## src/rtl/i2ctok_pkg.sv

```systemverilog
`timescale 1ns/1ps
package i2ctok_pkg;
  localparam logic [3:0] TK_END       = 4'd0;
  localparam logic [3:0] TK_START     = 4'd1;
  localparam logic [3:0] TK_ADDR_W    = 4'd2;
  localparam logic [3:0] TK_ADDR_R    = 4'd3;
  localparam logic [3:0] TK_DATA      = 4'd4;
  localparam logic [3:0] TK_DATA_LAST = 4'd5;
  localparam logic [3:0] TK_STOP      = 4'd6;

  typedef enum logic [1:0] {OP_START, OP_STOP, OP_BYTE} op_e;
endpackage

```

## src/rtl/i2ctok_qtick.sv

```systemverilog
`timescale 1ns/1ps
module i2ctok_qtick #(
  parameter int DIV_W = 10
) (
  input  logic             clk,
  input  logic             rst_n,
  input  logic             run,
  input  logic [DIV_W-1:0] div,
  output logic             tick
);
  logic [DIV_W-1:0] cnt;
  logic [DIV_W-1:0] lim;

  assign lim  = (div == '0) ? DIV_W'(1) : div;
  assign tick = run && (cnt >= lim - DIV_W'(1));

  always_ff @(posedge clk or negedge rst_n) begin
    if (!rst_n)           cnt <= '0;
    else if (!run || tick) cnt <= '0;
    else                  cnt <= cnt + DIV_W'(1);
  end

  AST_QCOUNT_BOUND: assert property (@(posedge clk) disable iff (!rst_n)
    (run && $past(run) && $stable(div)) |-> (cnt < lim));
endmodule

```

## src/rtl/i2ctok_bitphy.sv

```systemverilog
`timescale 1ns/1ps
module i2ctok_bitphy
  import i2ctok_pkg::*;
#(
  parameter int DIV_W = 10
) (
  input  logic             clk,
  input  logic             rst_n,
  input  logic             abort,
  input  logic             go,
  input  op_e              op,
  input  logic [7:0]       tx_byte,
  input  logic             rx_mode,
  input  logic             master_ack,
  input  logic [DIV_W-1:0] div,
  input  logic             scl_in,
  input  logic             sda_in,
  output logic             busy,
  output logic             done,
  output logic             nak,
  output logic [7:0]       rx_byte,
  output logic             scl_low,
  output logic             sda_low
);
  logic       tick;
  logic [1:0] qph;
  logic [3:0] bitn;
  logic [7:0] sh;
  op_e        op_q;
  logic       rx_q, mack_q;

  i2ctok_qtick #(.DIV_W(DIV_W)) u_qtick (
    .clk(clk), .rst_n(rst_n), .run(busy), .div(div), .tick(tick)
  );

  assign rx_byte = sh;

  always_ff @(posedge clk or negedge rst_n) begin
    if (!rst_n) begin
      busy <= 1'b0; done <= 1'b0; nak <= 1'b0;
      qph <= '0; bitn <= '0; sh <= '0; op_q <= OP_START;
      rx_q <= 1'b0; mack_q <= 1'b0; scl_low <= 1'b0; sda_low <= 1'b0;
    end else begin
      done <= 1'b0;
      if (abort) begin
        busy <= 1'b0; scl_low <= 1'b0; sda_low <= 1'b0;
      end else if (!busy) begin
        if (go) begin
          busy <= 1'b1; op_q <= op; qph <= '0; bitn <= '0;
          sh <= tx_byte; rx_q <= rx_mode; mack_q <= master_ack;
        end
      end else if (tick) begin
        qph <= qph + 2'd1;
        unique case (op_q)
          OP_START: begin
            case (qph)
              2'd0:    sda_low <= 1'b0;
              2'd1:    scl_low <= 1'b0;
              2'd2:    sda_low <= 1'b1;
              default: begin scl_low <= 1'b1; busy <= 1'b0; done <= 1'b1; end
            endcase
          end
          OP_STOP: begin
            case (qph)
              2'd0:    sda_low <= 1'b1;
              2'd1:    scl_low <= 1'b0;
              2'd2:    sda_low <= 1'b0;
              default: begin busy <= 1'b0; done <= 1'b1; end
            endcase
          end
          default: begin
            case (qph)
              2'd0: sda_low <= (bitn == 4'd8) ? (rx_q && mack_q) : (!rx_q && !sh[7]);
              2'd1: scl_low <= 1'b0;
              2'd2: begin
                if (!scl_in)            qph <= qph;
                else if (bitn == 4'd8)  nak <= sda_in;
                else                    sh  <= {sh[6:0], sda_in};
              end
              default: begin
                scl_low <= 1'b1;
                if (bitn == 4'd8) begin busy <= 1'b0; done <= 1'b1; end
                else bitn <= bitn + 4'd1;
              end
            endcase
          end
        endcase
      end
    end
  end

  AST_DONE_SINGLE: assert property (@(posedge clk) disable iff (!rst_n)
    done |=> !done);
  AST_SDA_STILL_SCL_HIGH: assert property (@(posedge clk) disable iff (!rst_n)
    (busy && op_q == OP_BYTE && !scl_low && $past(busy && op_q == OP_BYTE && !scl_low))
      |-> $stable(sda_low));
endmodule

```

## src/rtl/i2ctok_master.sv

```systemverilog
`timescale 1ns/1ps
module i2ctok_master
  import i2ctok_pkg::*;
#(
  parameter int DIV_W = 10,
  parameter int SLOTS = 16,
  parameter int BYTES = 8
) (
  input  logic        clk,
  input  logic        rst_n,
  input  logic        reg_we,
  input  logic [4:0]  reg_addr,
  input  logic [31:0] reg_wdata,
  output logic [31:0] reg_rdata,
  input  logic        scl_in,
  input  logic        sda_in,
  output logic        scl_drive_low,
  output logic        sda_drive_low,
  output logic        irq
);
  localparam int TOK_W         = 4;
  localparam int TOKS_PER_WORD = 32 / TOK_W;
  localparam int LIST_WORDS    = SLOTS / TOKS_PER_WORD;
  localparam int DATA_WORDS    = BYTES / 4;
  localparam int SLOT_IW       = $clog2(SLOTS);
  localparam int BYTE_IW       = $clog2(BYTES);
  localparam int DIV_LSB       = 12;
  localparam int ADR_CTRL = 0, ADR_SADDR = 4, ADR_LIST = 8, ADR_WDAT = 16, ADR_RDAT = 24;

  typedef enum logic [2:0] {SQ_IDLE, SQ_FETCH, SQ_WAIT, SQ_ASTOP, SQ_AWAIT} seq_e;

  logic             ctrl_go_q, ack_ign_q, busy_q, err_q, rd_dir_q;
  logic [DIV_W-1:0] div_q;
  logic [7:0]       saddr_q;
  logic [TOK_W-1:0] tok_q   [SLOTS];
  logic [7:0]       wbyte_q [BYTES];
  logic [7:0]       rbyte_q [BYTES];
  seq_e             st;
  logic [SLOT_IW-1:0] slot;
  logic [BYTE_IW-1:0] bidx;

  logic       wr_ctrl, go_rise, abort_req, last_slot, is_data, is_addr;
  logic [3:0] cur_tok;
  logic       phy_go, phy_rx, phy_mack, phy_busy, phy_done, phy_nak;
  op_e        phy_op;
  logic [7:0] phy_tx, phy_rx_byte;

  assign wr_ctrl   = reg_we && (reg_addr == 5'(ADR_CTRL));
  assign go_rise   = wr_ctrl && reg_wdata[0] && !ctrl_go_q;
  assign abort_req = wr_ctrl && !reg_wdata[0] && busy_q;
  assign cur_tok   = tok_q[slot];
  assign last_slot = (slot == SLOT_IW'(SLOTS - 1));
  assign is_data   = (cur_tok == TK_DATA) || (cur_tok == TK_DATA_LAST);
  assign is_addr   = (cur_tok == TK_ADDR_W) || (cur_tok == TK_ADDR_R);

  always_comb begin
    phy_go   = 1'b0;
    phy_op   = OP_BYTE;
    phy_tx   = wbyte_q[bidx];
    phy_rx   = rd_dir_q;
    phy_mack = (cur_tok == TK_DATA);
    if (st == SQ_ASTOP) begin
      phy_go = 1'b1; phy_op = OP_STOP;
    end else if (st == SQ_FETCH) begin
      case (cur_tok)
        TK_START:             begin phy_go = 1'b1; phy_op = OP_START; end
        TK_STOP:              begin phy_go = 1'b1; phy_op = OP_STOP; end
        TK_ADDR_W:            begin phy_go = 1'b1; phy_tx = {saddr_q[7:1], 1'b0}; phy_rx = 1'b0; end
        TK_ADDR_R:            begin phy_go = 1'b1; phy_tx = {saddr_q[7:1], 1'b1}; phy_rx = 1'b0; end
        TK_DATA, TK_DATA_LAST: phy_go = 1'b1;
        default: ;
      endcase
    end
  end

  i2ctok_bitphy #(.DIV_W(DIV_W)) u_phy (
    .clk(clk), .rst_n(rst_n), .abort(abort_req), .go(phy_go), .op(phy_op),
    .tx_byte(phy_tx), .rx_mode(phy_rx), .master_ack(phy_mack), .div(div_q),
    .scl_in(scl_in), .sda_in(sda_in), .busy(phy_busy), .done(phy_done),
    .nak(phy_nak), .rx_byte(phy_rx_byte), .scl_low(scl_drive_low), .sda_low(sda_drive_low)
  );

  always_ff @(posedge clk or negedge rst_n) begin
    if (!rst_n) begin
      ctrl_go_q <= 1'b0; ack_ign_q <= 1'b0; busy_q <= 1'b0; err_q <= 1'b0;
      rd_dir_q <= 1'b0; div_q <= '0; saddr_q <= '0; irq <= 1'b0;
      st <= SQ_IDLE; slot <= '0; bidx <= '0;
      for (int i = 0; i < SLOTS; i++) tok_q[i] <= '0;
      for (int i = 0; i < BYTES; i++) begin wbyte_q[i] <= '0; rbyte_q[i] <= '0; end
    end else begin
      irq <= 1'b0;
      if (reg_we) begin
        if (wr_ctrl) begin
          ctrl_go_q <= reg_wdata[0];
          ack_ign_q <= reg_wdata[1];
          div_q     <= reg_wdata[DIV_LSB +: DIV_W];
        end
        if (reg_addr == 5'(ADR_SADDR)) saddr_q <= reg_wdata[7:0];
        for (int w = 0; w < LIST_WORDS; w++)
          if (reg_addr == 5'(ADR_LIST + 4*w))
            for (int k = 0; k < TOKS_PER_WORD; k++)
              tok_q[w*TOKS_PER_WORD + k] <= reg_wdata[k*TOK_W +: TOK_W];
        for (int w = 0; w < DATA_WORDS; w++)
          if (reg_addr == 5'(ADR_WDAT + 4*w))
            for (int k = 0; k < 4; k++)
              wbyte_q[w*4 + k] <= reg_wdata[k*8 +: 8];
      end

      if (abort_req) begin
        st <= SQ_IDLE; busy_q <= 1'b0;
      end else begin
        case (st)
          SQ_IDLE: if (go_rise) begin
            st <= SQ_FETCH; busy_q <= 1'b1; err_q <= 1'b0; slot <= '0; bidx <= '0;
          end
          SQ_FETCH: begin
            if (cur_tok == TK_END) begin
              st <= SQ_IDLE; busy_q <= 1'b0; irq <= 1'b1;
            end else if (phy_go) begin
              st <= SQ_WAIT;
              if (cur_tok == TK_ADDR_W) rd_dir_q <= 1'b0;
              if (cur_tok == TK_ADDR_R) rd_dir_q <= 1'b1;
            end else if (last_slot) begin
              st <= SQ_IDLE; busy_q <= 1'b0; irq <= 1'b1;
            end else slot <= slot + SLOT_IW'(1);
          end
          SQ_WAIT: if (phy_done) begin
            if ((is_addr || (is_data && !rd_dir_q)) && phy_nak && !ack_ign_q) begin
              err_q <= 1'b1; st <= SQ_ASTOP;
            end else begin
              if (is_data) begin
                if (rd_dir_q) rbyte_q[bidx] <= phy_rx_byte;
                bidx <= bidx + BYTE_IW'(1);
              end
              if (last_slot) begin
                st <= SQ_IDLE; busy_q <= 1'b0; irq <= 1'b1;
              end else begin
                slot <= slot + SLOT_IW'(1); st <= SQ_FETCH;
              end
            end
          end
          SQ_ASTOP: st <= SQ_AWAIT;
          default: if (phy_done) begin
            st <= SQ_IDLE; busy_q <= 1'b0; irq <= 1'b1;
          end
        endcase
      end
    end
  end

  always_comb begin
    reg_rdata = '0;
    if (reg_addr == 5'(ADR_CTRL))
      reg_rdata = {{(32-DIV_LSB-DIV_W){1'b0}}, div_q, {(DIV_LSB-4){1'b0}},
                   err_q, busy_q, ack_ign_q, ctrl_go_q};
    else if (reg_addr == 5'(ADR_SADDR))
      reg_rdata = {24'b0, saddr_q};
    for (int w = 0; w < LIST_WORDS; w++)
      if (reg_addr == 5'(ADR_LIST + 4*w))
        for (int k = 0; k < TOKS_PER_WORD; k++)
          reg_rdata[k*TOK_W +: TOK_W] = tok_q[w*TOKS_PER_WORD + k];
    for (int w = 0; w < DATA_WORDS; w++) begin
      if (reg_addr == 5'(ADR_WDAT + 4*w))
        for (int k = 0; k < 4; k++) reg_rdata[k*8 +: 8] = wbyte_q[w*4 + k];
      if (reg_addr == 5'(ADR_RDAT + 4*w))
        for (int k = 0; k < 4; k++) reg_rdata[k*8 +: 8] = rbyte_q[w*4 + k];
    end
  end

  AST_IRQ_SINGLE: assert property (@(posedge clk) disable iff (!rst_n)
    irq |=> !irq);
  AST_IRQ_AT_END: assert property (@(posedge clk) disable iff (!rst_n)
    irq |-> (!busy_q && $past(busy_q)));
  AST_ABORT_RELEASE: assert property (@(posedge clk) disable iff (!rst_n)
    abort_req |=> (!busy_q && !scl_drive_low && !sda_drive_low && !irq));
  AST_ERR_STRICT_ONLY: assert property (@(posedge clk) disable iff (!rst_n)
    $rose(err_q) |-> !ack_ign_q);
  AST_BUSY_FLAG: assert property (@(posedge clk) disable iff (!rst_n)
    phy_busy |-> busy_q);
endmodule

```

## config.mk

```make
export PLATFORM = sky130hd
export DESIGN_NAME = i2ctok_master
export DESIGN_NICKNAME = d
export VERILOG_FILES = /design/src/rtl/i2ctok_pkg.sv /design/src/rtl/i2ctok_qtick.sv /design/src/rtl/i2ctok_bitphy.sv /design/src/rtl/i2ctok_master.sv
export SDC_FILE = /design/constraint.sdc
export NUM_CORES = 1
export LEC_CHECK = 0
export ABC_AREA = 0
export ABC_CLOCK_PERIOD_IN_PS = 4550
export BUFFER_PORTS_ARGS = -buffer_cell sky130_fd_sc_hd__buf_4
export CORE_ASPECT_RATIO = 2
export CORE_MARGIN = 1.5
export CORE_UTILIZATION = 50
export DETAILED_ROUTE_END_ITERATION = 12
export PLACE_DENSITY = 0.79
export SKIP_CTS_REPAIR_TIMING = 1
export SYNTH_ARGS = -nofsm -noshare
export SYNTH_HDL_FRONTEND = slang
export SYNTH_SLANG_ARGS = --single-unit
```

## constraint.sdc

```tcl
create_clock -name clk -period 4.55 [get_ports clk]
set_input_delay 0.455 -clock clk [delete_from_list [all_inputs] [get_ports clk]]
set_output_delay 0.455 -clock clk [all_outputs]
set_load 0.03 [all_outputs]
```

==> flow_summary.json <==
{
  "relSlewSlack_pct": 21.2,
  "hold_class": "in -> async",
  "critPathCaptureType": "flip-flop",
  "design_area_um2": 15300,
  "grt_pass1_wl_um": 66600,
  "routed_via_density": 6.58,
  "mostFrequentLayoutCell": "dfrtp_1",
  "diodes": 0,
  "grt_pass1_vias": 10800,
  "ys_ff_latch": 259,
  "ys_async_sr_fraction_pct": 100,
  "initial_core_util_pct": 50.8,
  "cts_buffers": 23,
  "overflow": 0,
  "cp-start-kind": "flip-flop",
  "power_leakage_nw": 7.13,
  "dp_slack_ns": 0.287,
  "synth_xor_area_share_pct": 1.03,
  "vias": 10500,
  "synth_top_family_by_area": "multiplexers",
  "dp_cells": 1557,
  "gp_congestion": 0.990,
  "status": "finished, violations left",
  "antenna_found_initial": 2,
  "drcViolationCount": 0,
  "crit_required_ns": 4.94,
  "fin_total_pwr_mw": 7.64,
  "drive_above_1_share_pct": 30.2,
  "failed_checks": "negative hold slack",
  "peakVddDrop_v": 0.000343,
  "synth_mux_area_share_pct": 27.9,
  "ys.flop_type": "dfrtp_1",
  "grt_usage_pct": 31.8,
  "fp.coreArea_um2": 26800,
  "first_pass_iters": 5,
  "wl_per_cell_um": 27.6,
  "rr_worst_depth": 16,
  "fin_crit_ns": 4.23,
  "syn-instance-count": 1183,
  "placed_area_um2": 14600,
  "syn-num-nets": 1245,
  "max_freq_ghz": 0.236,
  "pin_count": 77,
  "avgSynthCellArea_um2": 11.5,
  "hold_viol": 16,
  "wl_um": 44100,
  "ys_warn_count": 0,
  "tns_ns": 0,
  "period_share_pct": 93.0,
  "cts_tree": "done",
  "worstReg2RegStart": "div_q[4]",
  "path_class": "reg -> reg",
  "synth_compound_area_share_pct": 10.4,
  "grt_max_degree": 123,
  "setup_violations": 0,
  "htreeDepth": 1,
  "synth_area_um2": 13600,
  "num-nets-final": 1296,
  "cts_root_buf": "clkbuf_16",
  "synthAdderAreaFrac_pct": 1.84,
  "worst_slack_ns": 0.319,
  "synth_cell_type_count": 56,
  "fin_util_pct": 57.2,
  "crit_arrival_ns": 4.62,
  "fp.dieArea_um2": 28300,
  "die_h_um": 236,
  "layout_common_cells": "dfrtp_1 (259), mux2_2 (190), buf_4 (104), nor2_1 (92), a21oi_1 (73)",
  "clock_skew_ns": 0.0128,
  "rsz0062_at_grt": "false",
  "layoutNonFillerInstCount": 1597,
  "ant_nets": 0,
  "drv_cap": 0,
  "r2r_slack_ns": 0.32,
  "clockBufferDepth": 3,
  "n_fill_cell": 2233,
  "drt-initial-drc-count": 912,
  "path_clk_slew_ns": 0.07,
  "tightest_slew_ns": 1.18,
  "numPortBuffers": 76,
  "slew_viol_final": 0,
  "synthToLayoutAreaGrowth_pct": 12.7,
  "hold_ws_ns": -0.0213,
  "insertion_delay_ns": 0.53,
  "hpwlAfterDp_um": 31100,
  "p_per_area_nw_per_um2": 498,
  "die_w_um": 120,
  "synth-simple-area-share_pct": 8.42,
  "path_max_fanout": 10,
  "timing.rr.end": "u_phy.rx_byte[0]",
  "yosysSeqAreaShare_pct": 47.6,
  "synth-edff-count": 0,
  "cts.sinks": 259,
  "std_cell_rows": 85
}
area by class of cell:
| type | instances | area [µm²] | area share [%] |
|---|---|---|---|
| multi-input cells | 828 | 6760 | 44.1 |
| flip-flops and latches | 259 | 6480 | 42.3 |
| inverters | 16 | 60.1 | 0.392 |
| well taps | 348 | 435 | 2.84 |
| clock inverters | 7 | 85.1 | 0.555 |
| clock buffers | 33 | 693 | 4.52 |
| repair buffers | 106 | 816 | 5.32 |
worst max path at each step:
| stage | cells after the start | slack, ns | end | start |
|---|---|---|---|---|
| after detailed placement | 16 | 0.29 | u_phy.rx_byte[2] | div_q[5] |
| after floorplan | 17 | 0.66 | u_phy.rx_byte[0] | div_q[5] |
| after global routing | 16 | 0.05 | u_phy.rx_byte[2] | div_q[5] |
| after CTS | 16 | 0.27 | u_phy.rx_byte[2] | div_q[5] |
| final | 16 | 0.32 | u_phy.rx_byte[0] | div_q[4] |
| after global placement | 16 | 0.34 | u_phy.rx_byte[7] | div_q[5] |
state kept, by name, summed over array words and instances, names as in the netlist, 2 cells and up:
register	count
slot	4
u_phy.bitn	4
wbyte_q	64
st	3
div_q	10
tok_q	64
u_phy.u_qtick.cnt	10
u_phy.op_q	2
rbyte_q	64
u_phy.rx_byte	8
u_phy.qph	2
bidx	3
saddr_q	8
synth_stat cells, types with 2 or more instances:
master / number / area share, %
nor2b_1: 7 / 0.32
o21a_1: 2 / 0.11
or3_1: 7 / 0.32
a21o_1: 8 / 0.44
a211o_1: 2 / 0.13
o22ai_1: 32 / 1.5
a21oi_1: 73 / 2.7
or4_1: 4 / 0.22
mux2i_1: 49 / 3.6
and3_1: 8 / 0.37
mux2_2: 190 / 16
inv_1: 15 / 0.41
nor3_1: 15 / 0.55
nor4_1: 5 / 0.23
or2_2: 2 / 0.092
nand3_1: 28 / 1.0
o21ai_1: 8 / 0.29
ha_1: 20 / 1.8
a221oi_1: 3 / 0.19
a31oi_1: 2 / 0.092
o21ai_0: 59 / 2.2
mux4_2: 33 / 5.5
nand3b_1: 4 / 0.22
nand2b_1: 4 / 0.18
xor2_1: 8 / 0.51
buf_6: 2 / 0.17
dfrtp_1: 259 / 48
clkbuf_1: 43 / 1.2
and2_1: 7 / 0.32
nand2_1: 59 / 1.6
a22oi_1: 10 / 0.55
nor2_1: 92 / 2.5
xnor2_1: 8 / 0.51
buf_1: 31 / 0.86
mux2_1: 37 / 3.1
o31ai_1: 7 / 0.39
a22o_1: 10 / 0.64
a2bb2oi_1: 9 / 0.58
buf_2: 4 / 0.15
metal layers:
metal	up-vias	part of all wire, %	track usage [%]
li1	4433	-	-
met1	5297	34	35.5
met2	591	50	54.5
met3	184	6.5	4.45
met4	4	9.1	23.9
met5	-	0.052	0
where the power goes:
part | total (mW) | internal, mW | switching [mW]
Combinational | 2.19 | 1.05 | 1.14
Clock | 2.05 | 1.17 | 0.882
Sequential | 3.40 | 2.70 | 0.701
Total | 7.64 | 4.92 | 2.72
cells by family (layout without fill, tap and decap cells):
logic type / Yosys count / after routing
XOR/XNOR: 16 / 16
multiplexers: 309 / 309
AND/OR/NAND/NOR: 248 / 248
adder cells (fa/ha/maj): 20 / 20
AO/OA/AOI/OAI: 235 / 235
flip-flops: 259 / 259
buffers and inverters: 96 / 162
critical path, stage by stage (launching register included):
cell and delay, ns:
dfrtp_1 0.43, or4_1 0.59, nor4_1 0.27, nor2b_2 0.27, a21oi_1 0.11, ha_1 0.23
inv_1 0.09, nor2_1 0.06, xnor2_1 0.13, ha_1 0.31, and3_1 0.19, nand3_1 0.08
a31oi_1 0.12, or4b_2 0.79, nand2_1 0.19, a21oi_4 0.08, a2bb2oi_1 0.16
Power figures use the tool's default switching activity.
